`src/rtl/testpin_pkg.sv`:
```
package testpin_pkg;

    typedef enum logic [2:0] {
        TS_SHIFT   = 3'b000,
        TS_HIGH    = 3'b001,
        TS_REF     = 3'b010,
        TS_MCNT    = 3'b011,
        TS_FOUT    = 3'b100,
        TS_LOW     = 3'b101,
        TS_BYPASS  = 3'b110,
        TS_QUARTER = 3'b111
    } tsel_e;

    typedef struct packed {
        logic sr;
        logic ref_clk;
        logic mpulse;
        logic fout;
        logic quarter;
    } tap_src_t;

    function automatic logic is_bypass(input logic [2:0] code);
        return code == TS_BYPASS;
    endfunction

    function automatic logic pick_tap(input logic [2:0] code, input tap_src_t s);
        logic r;
        case (tsel_e'(code))
            TS_SHIFT:   r = s.sr;
            TS_HIGH:    r = 1'b1;
            TS_REF:     r = s.ref_clk;
            TS_MCNT:    r = s.mpulse;
            TS_FOUT:    r = s.fout;
            TS_LOW:     r = 1'b0;
            TS_BYPASS:  r = s.mpulse;
            default:    r = s.quarter;
        endcase
        return r;
    endfunction

endpackage

```
`src/rtl/testpin_mcount.sv`:
```
module testpin_mcount #(
    parameter int M_W = 7
) (
    input  logic           clk,
    input  logic           rst,
    input  logic           adv,
    input  logic [M_W-1:0] m_val,
    output logic           pulse
);
    logic [M_W-1:0] cnt;
    logic [M_W-1:0] reload;

    always_comb begin
        reload = (m_val == '0) ? '0 : m_val - 1'b1;
    end

    always_ff @(posedge clk) begin
        if (rst) begin
            cnt   <= '0;
            pulse <= 1'b0;
        end else if (adv) begin
            if (cnt == '0) begin
                cnt   <= reload;
                pulse <= 1'b1;
            end else begin
                cnt   <= cnt - 1'b1;
                pulse <= 1'b0;
            end
        end else begin
            pulse <= 1'b0;
        end
    end
endmodule

```
`src/rtl/testpin_quarter.sv`:
```
module testpin_quarter #(
    parameter int Q_W = 2
) (
    input  logic           clk,
    input  logic           rst,
    input  logic           fout_lvl,
    output logic           rise,
    output logic [Q_W-1:0] q
);
    logic fout_d;

    assign rise = fout_lvl & ~fout_d;

    always_ff @(posedge clk) begin
        if (rst) begin
            fout_d <= 1'b0;
            q      <= '0;
        end else begin
            fout_d <= fout_lvl;
            if (rise) q <= q + 1'b1;
        end
    end
endmodule

```
`src/rtl/testpin_selector.sv`:
```
module testpin_selector
    import testpin_pkg::*;
#(
    parameter int M_W = 7,
    parameter int Q_W = 2
) (
    input  logic           clk,
    input  logic           rst,
    input  logic [2:0]     test_sel,
    input  logic           ref_lvl,
    input  logic           vco_stb,
    input  logic           sclk_stb,
    input  logic           sr_out,
    input  logic           fout_lvl,
    input  logic [M_W-1:0] m_val,
    output logic           test_pin,
    output logic           clk_src_sel
);
    localparam int TAP_BIT = Q_W - 1;

    logic           m_adv;
    logic           m_pulse;
    logic           fout_rise;
    logic [Q_W-1:0] div_q;
    tap_src_t       src;

    always_ff @(posedge clk) begin
        if (rst) clk_src_sel <= 1'b0;
        else     clk_src_sel <= is_bypass(test_sel);
    end

    assign m_adv = clk_src_sel ? sclk_stb : vco_stb;

    testpin_mcount #(.M_W(M_W)) u_mcnt (
        .clk   (clk),
        .rst   (rst),
        .adv   (m_adv),
        .m_val (m_val),
        .pulse (m_pulse)
    );

    testpin_quarter #(.Q_W(Q_W)) u_quarter (
        .clk      (clk),
        .rst      (rst),
        .fout_lvl (fout_lvl),
        .rise     (fout_rise),
        .q        (div_q)
    );

    always_comb begin
        src.sr      = sr_out;
        src.ref_clk = ref_lvl;
        src.mpulse  = m_pulse;
        src.fout    = fout_lvl;
        src.quarter = div_q[TAP_BIT];
    end

    always_ff @(posedge clk) begin
        if (rst) test_pin <= 1'b0;
        else     test_pin <= pick_tap(test_sel, src);
    end
endmodule

```
`config.mk`:
```
export PLATFORM = sky130hd
export DESIGN_NAME = testpin_selector
export DESIGN_NICKNAME = d
export VERILOG_FILES = /design/src/rtl/testpin_pkg.sv /design/src/rtl/testpin_mcount.sv /design/src/rtl/testpin_quarter.sv /design/src/rtl/testpin_selector.sv
export SDC_FILE = /design/constraint.sdc
export NUM_CORES = 1
export LEC_CHECK = 0
export ABC_AREA = 1
export BUFFER_PORTS_ARGS = -buffer_cell sky130_fd_sc_hd__clkbuf_2
export CAP_MARGIN = 20
export CELL_PAD_IN_SITES_DETAIL_PLACEMENT = 1
export CELL_PAD_IN_SITES_GLOBAL_PLACEMENT = 1
export CORE_MARGIN = 3
export CORE_UTILIZATION = 36
export DETAILED_ROUTE_END_ITERATION = 8
export GPL_TIMING_DRIVEN = 0
export PLACE_DENSITY_LB_ADDON = 0.15
export SLEW_MARGIN = 20
export SYNTH_ARGS = -nofsm -noshare
export SYNTH_HDL_FRONTEND = slang
export SYNTH_SLANG_ARGS = --single-unit
```
`constraint.sdc`:
```
create_clock -name clk -period 1.7 [get_ports clk]
set_input_delay 0.34 -clock clk [delete_from_list [all_inputs] [get_ports clk]]
set_output_delay 0.34 -clock clk [all_outputs]
set_load 0.005 [all_outputs]
```
==> results.toml, run 1 <==
[logic_synthesis]
synth_area_leaders = "dfxtp_1 (28%), nand2_1 (15%), inv_1 (12%)"
synth_area_sq_um = 925
netlist.area_leader.share_pct = 28.1
synth-seq-cells = 13
synthDistinctLibCells = 19
synthAdderAreaFrac_pct = 5.41
synth_top_family_by_area = "simple AND/OR/NAND/NOR gates"
syn_inst = 147
ys.warnings.count = 0
muxShareOfSynthArea_pct = 0
synth_xor_xnor_area_share_pct = 0.947
avgSynthCellArea_sq_um = 6.29
syn_nets = 168
yosysTopAreaCell = "dfxtp_1"
seq_area_frac_synth_pct = 28.1
synth-compound-area-share_pct = 13.0
synth-simple-area-share_pct = 39.8

[finish]
drive_gt1_share_pct = 17.8
final_cell_mix = "nand2_1 (36), inv_1 (30), clkbuf_2 (18), nand3_1 (15), nor2_1 (14)"
final_common_cell = "nand2_1"
fin_cells = 197
nFillCells = 334
stdcell_area_sq_um = 1080
antennaDiodeCount = 0
seqCellArea_sq_um = 260
multiInputGateArea_sq_um = 547
nets = 191
syn2layout_area_growth_pct = 16.4

[routing]
vias = 976
wl_mm = 2.34
ant_nets = 0
drt-pass1-iter-count = 4
drc_errors = 0
via_per_inst = 4.95
drt_iter0_markers = 14
wl_per_cell_um = 11.9

[global_routing]
grt_max_degree = 11
grt_pass1_vias = 989
antenna_found_initial = 0
grt_pass1_wl_mm = 4.33
grt.overflow.total = 0
track_usage_pct = 16.9

[power_and_ir_drop]
power.density_nw_per_um2 = 823
seqPwrFrac_pct = 41.8
p_leak_nw = 0.582
clkPwrFrac_pct = 22.4
power.total_w = 0.000886
p_switching_w = 0.000339
combPwrFrac_pct = 35.8
intPower_w = 0.000547
ir_drop_uv = 583
switching_share_pct = 38.2

[clocking]
cts-resized-gates = 0
htreeDepth = 1
clk_pin_slew_ns = 0.09
cts_num_sinks = 13
cts.path.max_buffers = 2
numCtsBuffers = 3
cts_root_buf = "clkbuf_4"
insertion_delay_ns = 0.28
cts_tree = "built"

[floorplan]
die-area_sq_um = 3210
core-area_sq_um = 2320
ios = 19
initial_core_util_pct = 39.9
dieHeight_um = 56.7
row_count = 17
fp.dieW_um = 56.7

[placement]
port_buffers = 18
post-dp-hpwl_mm = 1.88
dp.cells = 193
placed_cell_area_sq_um = 1050
place_congestion = 0.768

[worst_setup_path]
crit_path_end_kind = "flip-flop"
critPathKind = "flip-flop to flip-flop"
required_ns = 1.93
worst_setup_path_start_kind = "flip-flop"
arrival_ns = 1.70
cp_max_fo = 9

[timing]
worstMarginPinSlew_ns = 0.432
slew_violations = 0
setup_viol = 0
min_period_over_period_pct = 86.4
relSlewSlack_pct = 71.0
fmax_mhz = 680
min_period_ns = 1.47
grt_setup_unrepaired = "false"
timing.hold.ws_ns = 0.257
hold_viol = 0
finalClockSkew_ns = 0.00941
timing.setup.tns_ns = 0

[run_status]
status = "completed"

[run]
maxCapViolCount = 0

[worst_hold_path]
hp-class = "input pin to flip-flop"
-- synthesized netlist by cell type (all sizes together) --
| master | instances |
|---|---|
| nand2 | 36 |
| inv | 30 |
| nor2 | 19 |
| nand3 | 16 |
| dfxtp | 13 |
| o21ai | 13 |
| a21oi | 4 |
| a31oi | 4 |
| ha | 4 |
| nand4 | 4 |
| buf | 1 |
| nand3b | 1 |
| o22ai | 1 |
| xor2 | 1 |
-- final cells by class --
class,instances,area share [%]
inverter,30,10.5
clock buffer,4,2.44
multi-input combinational,103,50.8
buffer,1,0.465
sequential,13,24.2
tap,28,3.26
timing repair buffer,18,8.37
-- flip-flops by register name, summed over array words and instances, names as in the netlist --
| name | count |
|---|---|
| u_mcnt.cnt | 7 |
| u_quarter.q | 2 |
| clk_src_sel | 1 |
| test_pin | 1 |
| u_mcnt.pulse | 1 |
| u_quarter.fout_d | 1 |
-- timing repair --
| item | 4_1_cts | 5_1_grt |
|---|---|---|
| endpoints found under the hold margin | 0 | 0 |
| hold buffers | 0 | 0 |
| setup endpoints to repair | 0 | 1 |
| setup buffers | 0 | 0 |
-- per-stage QoR --
| stage | utilization, % | setup slack [ns] |
|---|---|---|
| 2_1_floorplan | - | 0.432 |
| 3_3_place_gp | 45.3 | 0.256 |
| 3_5_place_dp | 45.3 | 0.210 |
| 4_1_cts | 46.4 | 0.175 |
| 5_1_grt | 46.4 | 0.0155 |
| 6_report | 46.4 | 0.230 |
-- worst max-delay path, cell delays in order, from the launching register on --
cell	delay [ns]
dfxtp_1	0.31
inv_1	0.15
ha_1	0.18
inv_1	0.06
nor2_4	0.09
nand3_4	0.14
nor2_4	0.20
nand2_1	0.10
nand3_1	0.08
nand2_1	0.05
inv_1	0.04
-- final timing paths --
check | start | to | slack, ns | cells after the start
worst min register to register | u_mcnt.pulse | test_pin | 0.47 | 2
worst max register to register | u_mcnt.cnt[0] | u_mcnt.cnt[4] | 0.23 | 10
worst min-delay path | rst | test_pin | 0.26 | 2
worst max-delay path | u_mcnt.cnt[0] | u_mcnt.cnt[4] | 0.23 | 10
-- routing by layer --
| metal | vias to the layer above | track usage (%) | part of all wire, % |
|---|---|---|---|
| li1 | 510 | - | - |
| met4 | 0 | 6.78 | 2.7 |
| met2 | 19 | 28.7 | 48 |
| met3 | 9 | 5.29 | 5.0 |
| met5 | - | 0 | 0 |
| met1 | 438 | 19.5 | 45 |
-- power by group through the flow --
stage / Sequential, W / Clock [W] / Combinational, W
after CTS: 0.000370 / 0.000206 / 0.000325
after floorplan: 0.000370 / 0 / 0.000239
final: 0.000370 / 0.000199 / 0.000317
after global placement: 0.000375 / 0 / 0.000304
after detailed placement: 0.000377 / 0 / 0.000323
after global routing: 0.000376 / 0.000230 / 0.000372
-- cells by family after synthesis --
family                     count (synthesis)
adders and majority gates                  4
xor gates and xnor gates                   1
AOI/OAI and AO/OA                         22
DFF                                       13
and+or+nand+nor                           76
buffers and inverters                     31
(Power assumes the default switching activity.)
==> inputs of run 2 (changes only) <==
--- a/config.mk
+++ b/config.mk
@@ -5,7 +5,6 @@
 export SDC_FILE = /design/constraint.sdc
 export NUM_CORES = 1
 export LEC_CHECK = 0
-export ABC_AREA = 1
 export BUFFER_PORTS_ARGS = -buffer_cell sky130_fd_sc_hd__clkbuf_2
 export CAP_MARGIN = 20
 export CELL_PAD_IN_SITES_DETAIL_PLACEMENT = 1
==> run 2 against run 1 <==
Effect of this change: first-iteration DRC count is 50% lower; combinational power increased by 140%; clock skew down 0.0027 ns; synthesized cell count decreased by 37%; hold slack better by 0.019 ns; sequential power rose by 32%; global-route usage rose by 0.22 points; via count down 20%; maximum frequency decreased by 11%.
==> results.toml, run 2 <==
[run_status]
status = "completed"

[placement]
post-dp-hpwl_mm = 1.66
pre_cts_ws_ns = -0.0384
place_congestion = 0.755
placed_cell_area_sq_um = 936
port_buffers = 18

[worst_setup_path]
crit_chain = "or4_4, nor3_4, o211ai_1, a21oi_1"
rrSetupSlack_ns = 0.06
rr_startpoint = "u_mcnt.cnt[5]"
slowest_stage = "or4_4"
critPathKind = "flip-flop to flip-flop"
arrival_ns = 1.87
reg2reg_depth = 4
max_stage_delay_ns = 0.61
worst_setup_path_start_kind = "flip-flop"
crit_path_end_kind = "flip-flop"
cp_max_fo = 6
r2r_end = "u_mcnt.cnt[5]"
required_ns = 1.92

[clocking]
clk_pin_slew_ns = 0.09
holdBufCountCts = 0
cts_root_buf = "clkbuf_4"
numCtsBuffers = 3
htreeDepth = 1
cts.path.max_buffers = 2
cts_tree = "built"
cts_num_sinks = 13
insertion_delay_ns = 0.29

[timing]
min_period_over_period_pct = 96.7
finalWorstSetupSlack_ns = 0.0565
worstMarginPinSlew_ns = 0.559
grt_setup_unrepaired = "true"
slew_violations = 0
fmax_mhz = 608
hold_viol = 0
finalClockSkew_ns = 0.00671
min_period_ns = 1.64
timing.setup.tns_ns = 0
timing.hold.ws_ns = 0.276
setup_viol = 0
relSlewSlack_pct = 62.7

[routing]
drt-pass1-iter-count = 2
via_per_inst = 5.48
wl_mm = 2.26
wl_per_cell_um = 15.8
drc_errors = 0
drt_iter0_markers = 7
vias = 783
ant_nets = 0

[floorplan]
die-area_sq_um = 2860
row_count = 16
dieHeight_um = 53.5
fp.dieW_um = 53.5
ios = 19
core-area_sq_um = 2040
initial_core_util_pct = 39.8

[logic_synthesis]
yosysMostFrequentCell = "dfxtp_1"
synth_area_sq_um = 812
ys.warnings.count = 0
yosysTopAreaCell = "dfxtp_1"
syn_inst = 93
syn_nets = 114
synth_edf_count = 0
synth-seq-cells = 13
avgSynthCellArea_sq_um = 8.73
seq_area_frac_synth_pct = 32.0
ys_async_sr_fraction_pct = 0
synth_common_cells = "dfxtp_1 (13), nand2_1 (7), nor2_1 (7)"
synth_area_leaders = "dfxtp_1 (32%), ha_1 (6.2%), mux2i_1 (4.9%)"
synthDistinctLibCells = 39
synthFlopType = "dfxtp_1"
netlist.area_leader.share_pct = 32.0

[finish]
antennaDiodeCount = 0
final_common_cell = "clkbuf_2"
largest_reg_flops = 7
nFillCells = 274
drive_gt1_share_pct = 31.0
top_regs = "u_mcnt.cnt (7), u_quarter.q (2)"
largest_register = "u_mcnt.cnt"
stdcell_area_sq_um = 995
nets = 138
syn2layout_area_growth_pct = 22.5
final_cell_mix = "clkbuf_2 (18), dfxtp_1 (11), nand2_1 (7), nor2_1 (7)"

[global_routing]
grt_max_degree = 11
track_usage_pct = 17.2
grt_pass1_wl_mm = 3.51
antenna_found_initial = 0
grt_pass1_vias = 772
grt.overflow.total = 0

[worst_hold_path]
hold_depth = 2
whs_endpoint = "u_mcnt.cnt[3]"
hp-class = "input pin to flip-flop"
hold_start = "rst"

[power_and_ir_drop]
power.density_nw_per_um2 = 1480
ir_drop_uv = 963
p_leak_nw = 0.417

[run]
maxCapViolCount = 0
-- run 2: layout make-up --
| cell class | instances | area [sq um] | area share, % |
|---|---|---|---|
| timing repair buffer | 19 | 97.6 | 9.81 |
| inverter | 4 | 15.0 | 1.51 |
| clock buffer | 4 | 26.3 | 2.64 |
| buffer | 1 | 3.75 | 0.377 |
| sequential | 13 | 263 | 26.4 |
| tap | 27 | 33.8 | 3.40 |
| multi-input combinational | 75 | 556 | 55.8 |
-- run 2: worst max-delay path, delay by kind of cell, from the launching register on --
family             cells  cell delay (ns)
DFF                    1             0.33
and+or+nand+nor        2             0.94
AOI/OAI and AO/OA      2             0.30
-- run 2: timing repair --
item / in CTS / in global routing
setup buffers: 0 / 1
endpoints found under the setup margin: 2 / 6
pin swaps: 0 / 4
resized for setup: 1 / 6
-- run 2: kinds of logic after synthesis --
family	share of synthesized area (%)
adders and majority gates	6.16
AOI/OAI and AO/OA	16.6
muxes	7.70
DFF	32.0
xor gates and xnor gates	4.32
buffers and inverters	2.31
and+or+nand+nor	30.8
-- run 2: how the worst max path moves through the flow --
| stage | to | cells after the start | startpoint | slack (ns) |
|---|---|---|---|---|
| CTS | u_mcnt.cnt[5] | 4 | u_mcnt.cnt[2] | 0.007 |
| finish | u_mcnt.cnt[5] | 4 | u_mcnt.cnt[5] | 0.06 |
| global placement | u_mcnt.cnt[4] | 6 | u_mcnt.cnt[0] | -0.02 |
| global route | u_mcnt.cnt[2] | 4 | u_mcnt.cnt[5] | -0.06 |
| floorplan | u_mcnt.cnt[4] | 6 | u_mcnt.cnt[0] | 0.17 |
| detailed placement | u_mcnt.cnt[4] | 6 | u_mcnt.cnt[0] | -0.04 |
-- run 2: report_power, final --
part | total, W | switching, W | leakage, nW | internal (W)
Combinational | 0.000775 | 0.000422 | 0.294 | 0.000354
Sequential | 0.000489 | 0.0000890 | 0.108 | 0.000400
Clock | 0.000211 | 0.000119 | 0.0150 | 0.0000915
-- run 2: per-stage QoR --
step | cells | util [%] | total power, W
after floorplan | 93 | - | 0.000992
after global placement | 138 | 45.8 | 0.00113
after detailed placement | 138 | 45.8 | 0.00116
after CTS | 142 | 47.2 | 0.00138
after global routing | 143 | 48.7 | 0.00160
final | 143 | 48.7 | 0.00148
-- run 2: routing by layer --
metal	track usage, %	vias to the layer above	wire length [um]
met2	28.4	12	1150
li1	-	393	-
met1	21.6	374	997
met5	0	-	0
met3	4.23	4	97
met4	5.11	0	16
